[src/rtl/dma_eng_pkg.sv]
package dma_eng_pkg;

    typedef enum logic [2:0] {
        ST_IDLE,
        ST_CHECK,
        ST_READ,
        ST_WRITE,
        ST_LOOP
    } eng_state_e;

    // Field layout of the mapped byte-count word
    localparam int MAP_SRC_EN_BIT = 31;
    localparam int MAP_DST_EN_BIT = 30;
    localparam int MLOFF_LSB      = 10;
    localparam int MLOFF_W        = 20;
    localparam int MAP_CNT_W      = 10;

    // Attribute layout: modulo width above the size code
    localparam int SIZE_CODE_W    = 3;
    localparam int MOD_W          = 5;

    function automatic logic [5:0] size_bytes(input logic [SIZE_CODE_W-1:0] code);
        case (code)
            3'd0:    size_bytes = 6'd1;
            3'd1:    size_bytes = 6'd2;
            3'd2:    size_bytes = 6'd4;
            default: size_bytes = 6'd0;
        endcase
    endfunction

endpackage

[src/rtl/dma_addr_unit.sv]
module dma_addr_unit #(
    parameter int AW = 32
) (
    input  logic          clk,
    input  logic          rst_n,
    input  logic          load,
    input  logic [AW-1:0] init,
    input  logic          step,
    input  logic [AW-1:0] delta,
    input  logic [4:0]    mod_k,
    output logic [AW-1:0] addr
);

    logic [AW-1:0] low_mask;
    logic [AW-1:0] sum;
    logic [AW-1:0] nxt;

    always_comb begin
        low_mask = (mod_k == 5'd0) ? '1 : ((AW'(1) << mod_k) - AW'(1));
        sum      = addr + delta;
        nxt      = (addr & ~low_mask) | (sum & low_mask);
    end

    always_ff @(posedge clk or negedge rst_n) begin
        if (!rst_n)    addr <= '0;
        else if (load) addr <= init;
        else if (step) addr <= nxt;
    end

    // a zero offset leaves the address fixed
    p_fixed_addr_r4: assert property (@(posedge clk) disable iff (!rst_n)
        (step && !load && delta == '0) |=> addr == $past(addr));

    // the bits above the modulo window never move during a step
    p_modulo_hold_r5: assert property (@(posedge clk) disable iff (!rst_n)
        (step && !load && mod_k != 5'd0) |=>
        ((addr & ~$past(low_mask)) == ($past(addr) & ~$past(low_mask))));

endmodule

[src/rtl/dma_iter_ctr.sv]
module dma_iter_ctr #(
    parameter int CW = 15,
    parameter int LW = 9
) (
    input  logic          clk,
    input  logic          rst_n,
    input  logic          load,
    input  logic [CW-1:0] begin_cnt,
    input  logic          link_en,
    input  logic          dec,
    output logic [CW-1:0] cnt,
    output logic          done_hit,
    output logic          half_hit
);

    localparam logic [CW-1:0] LINK_MASK = CW'((1 << LW) - 1);

    logic [CW-1:0] eff, beg_eff, nxt_eff, nxt_cnt;
    logic          last;

    always_comb begin
        eff      = link_en ? (cnt & LINK_MASK)       : cnt;
        beg_eff  = link_en ? (begin_cnt & LINK_MASK) : begin_cnt;
        nxt_eff  = eff - CW'(1);
        last     = (eff <= CW'(1));
        done_hit = dec && last;
        half_hit = dec && (nxt_eff == (beg_eff >> 1));
        if (last)         nxt_cnt = begin_cnt;
        else if (link_en) nxt_cnt = (cnt & ~LINK_MASK) | (nxt_eff & LINK_MASK);
        else              nxt_cnt = nxt_eff;
    end

    always_ff @(posedge clk or negedge rst_n) begin
        if (!rst_n)    cnt <= '0;
        else if (load) cnt <= begin_cnt;
        else if (dec)  cnt <= nxt_cnt;
    end

    // the last iteration reloads the beginning count
    p_reload_r7: assert property (@(posedge clk) disable iff (!rst_n)
        (dec && !load && eff <= CW'(1)) |=> cnt == $past(begin_cnt));

    // link bits above the counting field survive a decrement
    p_link_upper_r9: assert property (@(posedge clk) disable iff (!rst_n)
        (dec && !load && link_en && eff > CW'(1)) |=> cnt[CW-1:LW] == $past(cnt[CW-1:LW]));

endmodule

[src/rtl/dma_loop_engine.sv]
module dma_loop_engine
    import dma_eng_pkg::*;
#(
    parameter int AW = 32,
    parameter int DW = 32,
    parameter int CW = 15,
    parameter int LW = 9
) (
    input  logic          clk,
    input  logic          rst_n,
    input  logic          desc_load,
    input  logic          start,
    input  logic          flag_clr,
    input  logic [AW-1:0] src_init,
    input  logic [AW-1:0] dst_init,
    input  logic [15:0]   src_off,
    input  logic [15:0]   dst_off,
    input  logic [7:0]    src_attr,
    input  logic [7:0]    dst_attr,
    input  logic [31:0]   nbytes_cfg,
    input  logic          minor_map_en,
    input  logic [AW-1:0] src_last,
    input  logic [AW-1:0] dst_last,
    input  logic          sg_en,
    input  logic          link_en,
    input  logic [CW-1:0] begin_cnt,
    input  logic          half_ie,
    input  logic          major_ie,
    output logic          mem_req,
    output logic          mem_we,
    output logic [AW-1:0] mem_addr,
    output logic [1:0]    mem_size,
    output logic [DW-1:0] mem_wdata,
    input  logic          mem_ready,
    input  logic [DW-1:0] mem_rdata,
    output logic          busy,
    output logic [AW-1:0] src_addr,
    output logic [AW-1:0] dst_addr,
    output logic [CW-1:0] citer,
    output logic          half_flag,
    output logic          major_flag,
    output logic          irq,
    output logic          err
);

    localparam int NB_W  = 32;
    localparam int OFF_W = 16;

    eng_state_e st_q, st_d;

    logic [NB_W-1:0] rem_q, rem_left, min_cnt;
    logic [DW-1:0]   data_q, size_mask;
    logic            err_q, half_q, major_q;

    logic [SIZE_CODE_W-1:0] src_sz, dst_sz;
    logic [5:0]             beat_n;
    logic [AW-1:0]          align, src_sext, dst_sext, mloff, src_delta, dst_delta;
    logic [MLOFF_W-1:0]     mloff_raw;
    logic                   beat_bad, rd_done, wr_done, loop_step, is_idle, load_ok;
    logic                   src_step, dst_step, major_now, half_now;

    // ---------------- decode ----------------
    always_comb begin
        src_sz    = src_attr[SIZE_CODE_W-1:0];
        dst_sz    = dst_attr[SIZE_CODE_W-1:0];
        beat_n    = size_bytes(src_sz);
        align     = AW'(beat_n) - AW'(1);
        size_mask = (beat_n >= 6'd4) ? '1 : ((DW'(1) << {beat_n, 3'b000}) - DW'(1));
        min_cnt   = minor_map_en ? NB_W'(nbytes_cfg[MAP_CNT_W-1:0]) : nbytes_cfg;
        rem_left  = rem_q - NB_W'(beat_n);
        beat_bad  = (src_sz != dst_sz) || (beat_n == 6'd0)
                  || ((src_addr & align) != '0) || ((dst_addr & align) != '0)
                  || ((rem_q & NB_W'(beat_n - 6'd1)) != '0) || (rem_q == '0);
        is_idle   = (st_q == ST_IDLE);
        load_ok   = desc_load && is_idle;
        rd_done   = (st_q == ST_READ)  && mem_ready;
        wr_done   = (st_q == ST_WRITE) && mem_ready;
        loop_step = (st_q == ST_LOOP);
    end

    // ---------------- address deltas ----------------
    always_comb begin
        mloff_raw = nbytes_cfg[MLOFF_LSB +: MLOFF_W];
        mloff     = {{(AW-MLOFF_W){mloff_raw[MLOFF_W-1]}}, mloff_raw};
        src_sext  = {{(AW-OFF_W){src_off[OFF_W-1]}}, src_off};
        dst_sext  = {{(AW-OFF_W){dst_off[OFF_W-1]}}, dst_off};
        if (loop_step) begin
            src_delta = ((minor_map_en && nbytes_cfg[MAP_SRC_EN_BIT]) ? mloff : '0)
                      + (major_now ? src_last : '0);
            dst_delta = ((minor_map_en && nbytes_cfg[MAP_DST_EN_BIT]) ? mloff : '0)
                      + ((major_now && !sg_en) ? dst_last : '0);
        end else begin
            src_delta = src_sext;
            dst_delta = dst_sext;
        end
        src_step = rd_done || loop_step;
        dst_step = wr_done || loop_step;
    end

    // Generated pair of address units: index 0 is the source side, index 1 the destination
    logic [AW-1:0] side_init  [2];
    logic          side_step  [2];
    logic [AW-1:0] side_delta [2];
    logic [4:0]    side_mod   [2];
    logic [AW-1:0] side_addr  [2];

    always_comb begin
        side_init[0]  = src_init;   side_init[1]  = dst_init;
        side_step[0]  = src_step;   side_step[1]  = dst_step;
        side_delta[0] = src_delta;  side_delta[1] = dst_delta;
        side_mod[0]   = src_attr[SIZE_CODE_W +: MOD_W];
        side_mod[1]   = dst_attr[SIZE_CODE_W +: MOD_W];
    end

    for (genvar g = 0; g < 2; g++) begin : g_side
        dma_addr_unit #(.AW(AW)) u_addr (
            .clk   (clk),
            .rst_n (rst_n),
            .load  (load_ok),
            .init  (side_init[g]),
            .step  (side_step[g]),
            .delta (side_delta[g]),
            .mod_k (side_mod[g]),
            .addr  (side_addr[g])
        );
    end

    assign src_addr = side_addr[0];
    assign dst_addr = side_addr[1];

    dma_iter_ctr #(.CW(CW), .LW(LW)) u_iter (
        .clk       (clk),
        .rst_n     (rst_n),
        .load      (load_ok),
        .begin_cnt (begin_cnt),
        .link_en   (link_en),
        .dec       (loop_step),
        .cnt       (citer),
        .done_hit  (major_now),
        .half_hit  (half_now)
    );

    // ---------------- state machine ----------------
    always_comb begin
        st_d = st_q;
        unique case (st_q)
            ST_IDLE:  if (start)     st_d = ST_CHECK;
            ST_CHECK: st_d = beat_bad ? ST_IDLE : ST_READ;
            ST_READ:  if (mem_ready) st_d = ST_WRITE;
            ST_WRITE: if (mem_ready) st_d = (rem_left == '0) ? ST_LOOP : ST_CHECK;
            ST_LOOP:  st_d = ST_IDLE;
            default:  st_d = ST_IDLE;
        endcase
    end

    always_ff @(posedge clk or negedge rst_n) begin
        if (!rst_n) st_q <= ST_IDLE;
        else        st_q <= st_d;
    end

    // ---------------- datapath and flags ----------------
    always_ff @(posedge clk or negedge rst_n) begin
        if (!rst_n) begin
            rem_q   <= '0;
            data_q  <= '0;
            err_q   <= 1'b0;
            half_q  <= 1'b0;
            major_q <= 1'b0;
        end else begin
            if (is_idle && start) rem_q <= min_cnt;
            else if (wr_done)     rem_q <= rem_left;
            if (rd_done) data_q <= mem_rdata & size_mask;
            if ((st_q == ST_CHECK) && beat_bad) err_q <= 1'b1;
            else if (flag_clr)                  err_q <= 1'b0;
            if (half_now)      half_q <= 1'b1;
            else if (flag_clr) half_q <= 1'b0;
            if (major_now)     major_q <= 1'b1;
            else if (flag_clr) major_q <= 1'b0;
        end
    end

    // ---------------- outputs ----------------
    always_comb begin
        mem_req    = (st_q == ST_READ) || (st_q == ST_WRITE);
        mem_we     = (st_q == ST_WRITE);
        mem_addr   = (st_q == ST_WRITE) ? dst_addr : src_addr;
        mem_size   = src_sz[1:0];
        mem_wdata  = data_q;
        busy       = !is_idle;
        err        = err_q;
        half_flag  = half_q;
        major_flag = major_q;
        irq        = (half_q && half_ie) || (major_q && major_ie);
    end

    // a pending request holds its address and direction
    p_hold_req_r12: assert property (@(posedge clk) disable iff (!rst_n)
        (mem_req && !mem_ready) |=> (mem_req && $stable(mem_addr) && $stable(mem_we)));

    // a completed read is followed straight away by its write
    p_read_then_write_r12: assert property (@(posedge clk) disable iff (!rst_n)
        (mem_req && !mem_we && mem_ready) |=> (mem_req && mem_we));

    // raising the error flag never coincides with a request
    p_err_no_req_r11: assert property (@(posedge clk) disable iff (!rst_n)
        $rose(err) |-> !mem_req);

    // an accepted start makes the engine busy on the next cycle
    p_busy_after_start_r13: assert property (@(posedge clk) disable iff (!rst_n)
        (start && !busy) |=> busy);

endmodule

[config.mk]
export PLATFORM = sky130hd
export DESIGN_NAME = dma_loop_engine
export DESIGN_NICKNAME = d
export VERILOG_FILES = /design/src/rtl/dma_eng_pkg.sv /design/src/rtl/dma_addr_unit.sv /design/src/rtl/dma_iter_ctr.sv /design/src/rtl/dma_loop_engine.sv
export SDC_FILE = /design/constraint.sdc
export NUM_CORES = 1
export LEC_CHECK = 0
export ABC_CLOCK_PERIOD_IN_PS = 17300
export BUFFER_PORTS_ARGS = -buffer_cell sky130_fd_sc_hd__buf_2
export CORE_MARGIN = 3
export CORE_UTILIZATION = 40
export CTS_CLUSTER_DIAMETER = 40
export CTS_CLUSTER_SIZE = 30
export DETAILED_ROUTE_END_ITERATION = 12
export GPL_TIMING_DRIVEN = 0
export PLACE_DENSITY = 0.68
export REMOVE_ABC_BUFFERS = 1
export SYNTH_ARGS = -nofsm -noshare
export SYNTH_HDL_FRONTEND = slang
export SYNTH_SLANG_ARGS = --single-unit
[constraint.sdc]
create_clock -name clk -period 17.3 [get_ports clk]
set_clock_uncertainty 0.15 [all_clocks]
set_input_delay 2.595 -clock clk [delete_from_list [all_inputs] [get_ports clk]]
set_output_delay 2.595 -clock clk [all_outputs]
set_load 0.03 [all_outputs]
======== Word-level counts from Yosys, hierarchy flattened ========
Cells that the tools add are included.
operators by class
  $add $sub $neg .......................... 10
  $lt $le $gt $ge ......................... 2
  equal/unequal tests ..................... 11
  shift operators ......................... 3
  mux-type cells .......................... 34
  bitwise logic cells ..................... 13
  reductions and logical operators ........ 41
operator list
  kind                   count
  $mux 32                17
  $and 32x32->32         8
  $add 32x32->32         4
  $reduce_bool 32->1     3
  $sub 32x1->32 const B  3
  $mux 15                6
  $logic_not 32->1       2
  $not 32->32            2
  $or 32x32->32          2
  $shl 1x5->32 const A   2
  $shl 1x9->32 const A   1
  $sub 32x6->32          1
  $eq 15x14->1           1
  $le 15x1->1 const B    1
  $or 15x9->15           1
  $sub 15x1->15 const B  1
  $reduce_bool 2->1      7
  $logic_and 1x1->1      12
  $mux 3                 4
  $pmux 3 s4             1
  $logic_not 5->1        2
  $eq 3x2->1 const B     3
  $logic_or 1x1->1       9
  $pmux 3 s3             1
  13 further kinds       20
word-level totals
  register bits after elaboration ......... 149
  bits of input ports ..................... 266
  output and inout port bits .............. 152
  logic and storage cells ................. 123

======== Longest topological paths before layout ========
  depth in word-level cells ............... 12
  mapped depth ............................ 30
  depth with buffers taken out ............ 30

======== Hierarchy ========
Synthesis repeated with hierarchy kept, for this count alone.
second synthesis, totals
  cells, all modules ...................... 2,442
  area, all modules ....................... 17,972.2 sq um
by module, submodules not included
  module           times used  cells an instance  area each (sq um)  seq. area each (sq um)
  dma_loop_engine  1           1,198              8,710.9            1,751.7
  dma_addr_unit    2           523                3,880.0            800.8
  dma_iter_ctr     1           198                1,501.4            375.4

======== Least setup slack after synthesis ========
No wires, ideal clock.
  path kind ............................... input-to-reg
  from .................................... input port link_en
  to ...................................... register with a tool-made name
  library setup time ...................... 149 ps
  arrival time ............................ 7,822 ps
  required time ........................... 17,001 ps
  path slack .............................. 9,179 ps
  stages .................................. 28
  buffers on the path ..................... 2
  path through ............................ clkbuf_1 -> a21oi_1 -> nor4_2 -> nor2b_1 -> clkbuf_1 -> and2_1 -> ha_1 -> nor2b_1 -> o21ai_0 -> a21oi_1 -> o21ai_0 -> a211oi_1 -> or2_2 -> a21o_1 -> a21oi_1 -> xor2_1 -> o21ai_0 -> ha_1 -> a21oi_1 -> o211ai_1 -> a211oi_1 -> o21ai_0 -> a21oi_1 -> a211oi_1 -> a221oi_1 -> o21ai_0 -> xnor2_1 -> a31oi_1
RTL lines
  element          line                   RTL
  start, declared  dma_loop_engine.sv:25  input logic link_en,

==> flow_results.org <==
** Synthesis
- Number of distinct library cells after synthesis :: 80
- Summed instance area of the synthesized netlist :: 17200 sq um
- The average instance in the mapped netlist occupies 7.44 sq um.
- Of the synthesized area, sequential elements account for 0.216.
- Post-synthesis instance total :: 2317
- Among all flip-flop cells after synthesis, the most frequent one is dfrtp_1.
- The Yosys step of the flow raised 0 warnings.
- FF+latch count, synth :: 149
- EDFF count, synth :: 0
- Post-synth ARST share :: 1.00

** Worst setup path
- The setup check on the worst reg-to-reg path leaves a slack of 9.09 ns.
- STA classifies the critical path endpoint as a flip-flop.
- The slowest stage of the critical path is the a211oi_1 cell.
- For the worst setup path, the data required time is 17.45 ns.
- Critical path launch point type :: input port
- Critical path start-end classification :: in2reg
- Along the worst path, the maximum fanout reaches 27.
- Worst endpoint data arrival time :: 9.66 ns
- For this run, the slowest stage of the critical path takes 0.53 ns.

** Timing
- Adding up every negative setup slack in the final design gives 0 ns.
- For the finished layout, the period the worst path requires is 9.52 ns.
- Final-report max-slew violation count :: 0
- Unrepaired setup endpoints after global routing :: false
- Slew @ Worst Pin :: 1.16 ns
- The number of hold violations in the final report was 0.
- In the post-route analysis, the smallest setup slack over all paths is 7.78 ns.
- For this run, the top clock speed supported by timing is 105 MHz.
- Dividing the final minimum period by the clock period gives 0.550.
- Worst rel slew slack :: 0.228
- Setup violations remaining at the end of the flow were counted as 0.
- Across all hold checks on the routed design, the worst slack comes to 0.326 ns.

** Floorplanning
- The floorplan step defined a die boundary enclosing 45600 sq um.
- For this design the top-level I/O count stands at 418.
- The die is 214 um tall.
- The floorplan step set the die width to 214 um.
- Starting Density :: 0.408
- In this run the core area contains 75 standard-cell rows.
- The floorplan step defined a core boundary enclosing 42200 sq um.

** Placed design
- Count of buffers inserted at the top-level ports :: 417
- Once detailed placement completed, the half-perimeter wirelength came to 54.0 mm.
- The congestion estimate from routability-driven global placement came to 0.970.
- Before CTS, the worst setup slack after placement is 7.39 ns.

** Finish
- Fraction of layout instances using a drive strength above 1 :: 0.201
- Number of nets in the final layout :: 3046
- The area growth from synthesis to layout is 18.2%.

** CTS
- Number of H-tree levels :: 4
- Post-CTS setup buffers :: 0
- The cell sitting at the root of the clock tree is a clkbuf_16.
- The clock passes through at most 2 buffers.
- Count of cells resized by post-cts repair :: 0
- For this design, the CTS-stage hold fixing added 0 buffers.
- Clock latency at the later pin of the worst-skew pair :: 0.46 ns
- Number of sinks on the clock net :: 149
- After clock tree synthesis, the clock-pin slew on the worst setup and hold paths is 0.07 ns.
- TritonCTS built the clock tree.
- The number of clock buffers added by TritonCTS is 17.

** Power and ir drop
- Power per Cell Area :: 108 nW/um^2
- The worst-case IR drop observed on VDD is 0.0826 mV.
- The analysis attributes to cell leakage a power of 9.50 nW.

** Global route
- Global router's overall resource usage :: 0.286
- Entering global routing, the biggest net connects 87 pins.
- The number of antenna violations at the first check in global routing is 14.
- Global-route congestion overflow total :: 0
- The via count of the first global-routing pass was 17.6k.
- Global-route wire length before repair :: 101 mm

** Detailed routing
- Vias after detailed routing :: 19.1k
- For this block, the initial DRC count from the detailed router was 1478.
- Once detail routing completed, the nets flagged for antenna violations numbered 0.
- Detailed-route wire length :: 68.5 mm
- Via-per-instance ratio :: 5.97
- Average wire per standard cell :: 21.4 um
- Residual DRC count :: 0
- For this run, the detailed router's first-pass iteration total came to 6.

** Outcome
- The run finished with clean final reports.

** Hold path
- The tightest min-delay check is of the reg2reg type.

** Run
- Across the run, the number of max-cap violations was 0.
-- area by class of cell --
cell class,instances,area (sq um)
well taps,539,674
diodes,12,30.0
fillers,4271,21900
flip-flops and latches,149,3730
clock inverters,14,186
repair buffers,428,2290
inverters,50,188
multi-input cells,1989,12800
clock buffers,18,429
-- synth_stat cells, types with 29 or more instances --
library cell | number | area share
a21o_1 | 59 | 0.026
nand3_1 | 33 | 0.0096
ha_1 | 140 | 0.10
and2_1 | 73 | 0.027
mux2_2 | 36 | 0.024
nand2_1 | 244 | 0.053
a21oi_1 | 215 | 0.062
nor3_1 | 65 | 0.019
inv_1 | 48 | 0.010
xnor2_1 | 92 | 0.047
dfrtp_1 | 149 | 0.22
o21ai_0 | 237 | 0.069
nor2_1 | 194 | 0.042
and3_1 | 49 | 0.018
clkbuf_1 | 113 | 0.025
xor2_1 | 73 | 0.037
nor4_1 | 29 | 0.011
a31oi_1 | 56 | 0.020
-- layer usage --
layer  wire [um]  share of wire  vias up  global-route usage
met1       29300           0.43     8982               0.392
met4        2960          0.043        6               0.138
li1            -              -     9137                   -
met2       30800           0.45      826               0.441
met3        5470          0.080      136              0.0449
met5          37        0.00054        -                   0
-- cells by family (layout without fill, tap and decap cells) --
group / after synthesis / after routing / share of synthesized area
other cells: 0 / 12 / 0
compound gates: 787 / 787 / 0.278
simple gates: 846 / 846 / 0.244
buf+inv: 179 / 510 / 0.0405
mux: 45 / 45 / 0.0288
fa+ha+maj: 146 / 146 / 0.108
xor+xnor: 165 / 165 / 0.0839
flops: 149 / 149 / 0.216
-- final timing paths --
check                                         startpoint                    endpoint  cells past startpoint
worst max-delay path                             link_en                   flip-flop                     30
worst min-delay path            mem_wdata[6]$_DFFE_PN0P_    mem_wdata[6]$_DFFE_PN0P_                      2
max in group asynchronous                          rst_n  asynchronous set/reset pin                      2
min in group asynchronous                          rst_n        rem_q[7]$_DFFE_PN0P_                      1
worst min register to register  mem_wdata[6]$_DFFE_PN0P_    mem_wdata[6]$_DFFE_PN0P_                      2
worst max register to register       st_q[0]$_DFFE_PN0P_                   flip-flop                     30
-- power breakdown --
group	internal, W	switching [W]	total (W)
combinational	0.000452	0.000735	0.00119
clock	0.000221	0.000181	0.000402
sequential	0.000422	0.000187	0.000609
total	0.00109	0.00110	0.00220
-- worst max-delay path, delay by kind of cell --
family          cells  cell delay [ns]
xor+xnor            2             0.34
compound gates     17             3.88
simple gates        5             1.34
buf+inv             3             0.53
fa+ha+maj           3             0.98
-- placed cells by master (no fill, tap or decap), drive strengths merged, types with 69 or more instances in the layout --
cell   count
buf      428
nand2    244
o21ai    240
a21oi    215
nor2     194
dfrtp    149
ha       140
xnor2     92
xor2      73
and2      73
nor3      69
-- through the flow --
step                cell area, sq um  std cells  utilization  total power [W]
floorplan                      16700       2188            -          0.00138
global placement               19500       3144        0.461          0.00176
detailed placement             19700       3154        0.467          0.00178
CTS                            20300       3186        0.481          0.00219
global route                   20400       3197        0.482          0.00234
finish                         20400       3199        0.482          0.00220
No activity file was read; power rests on OpenSTA's default activity.
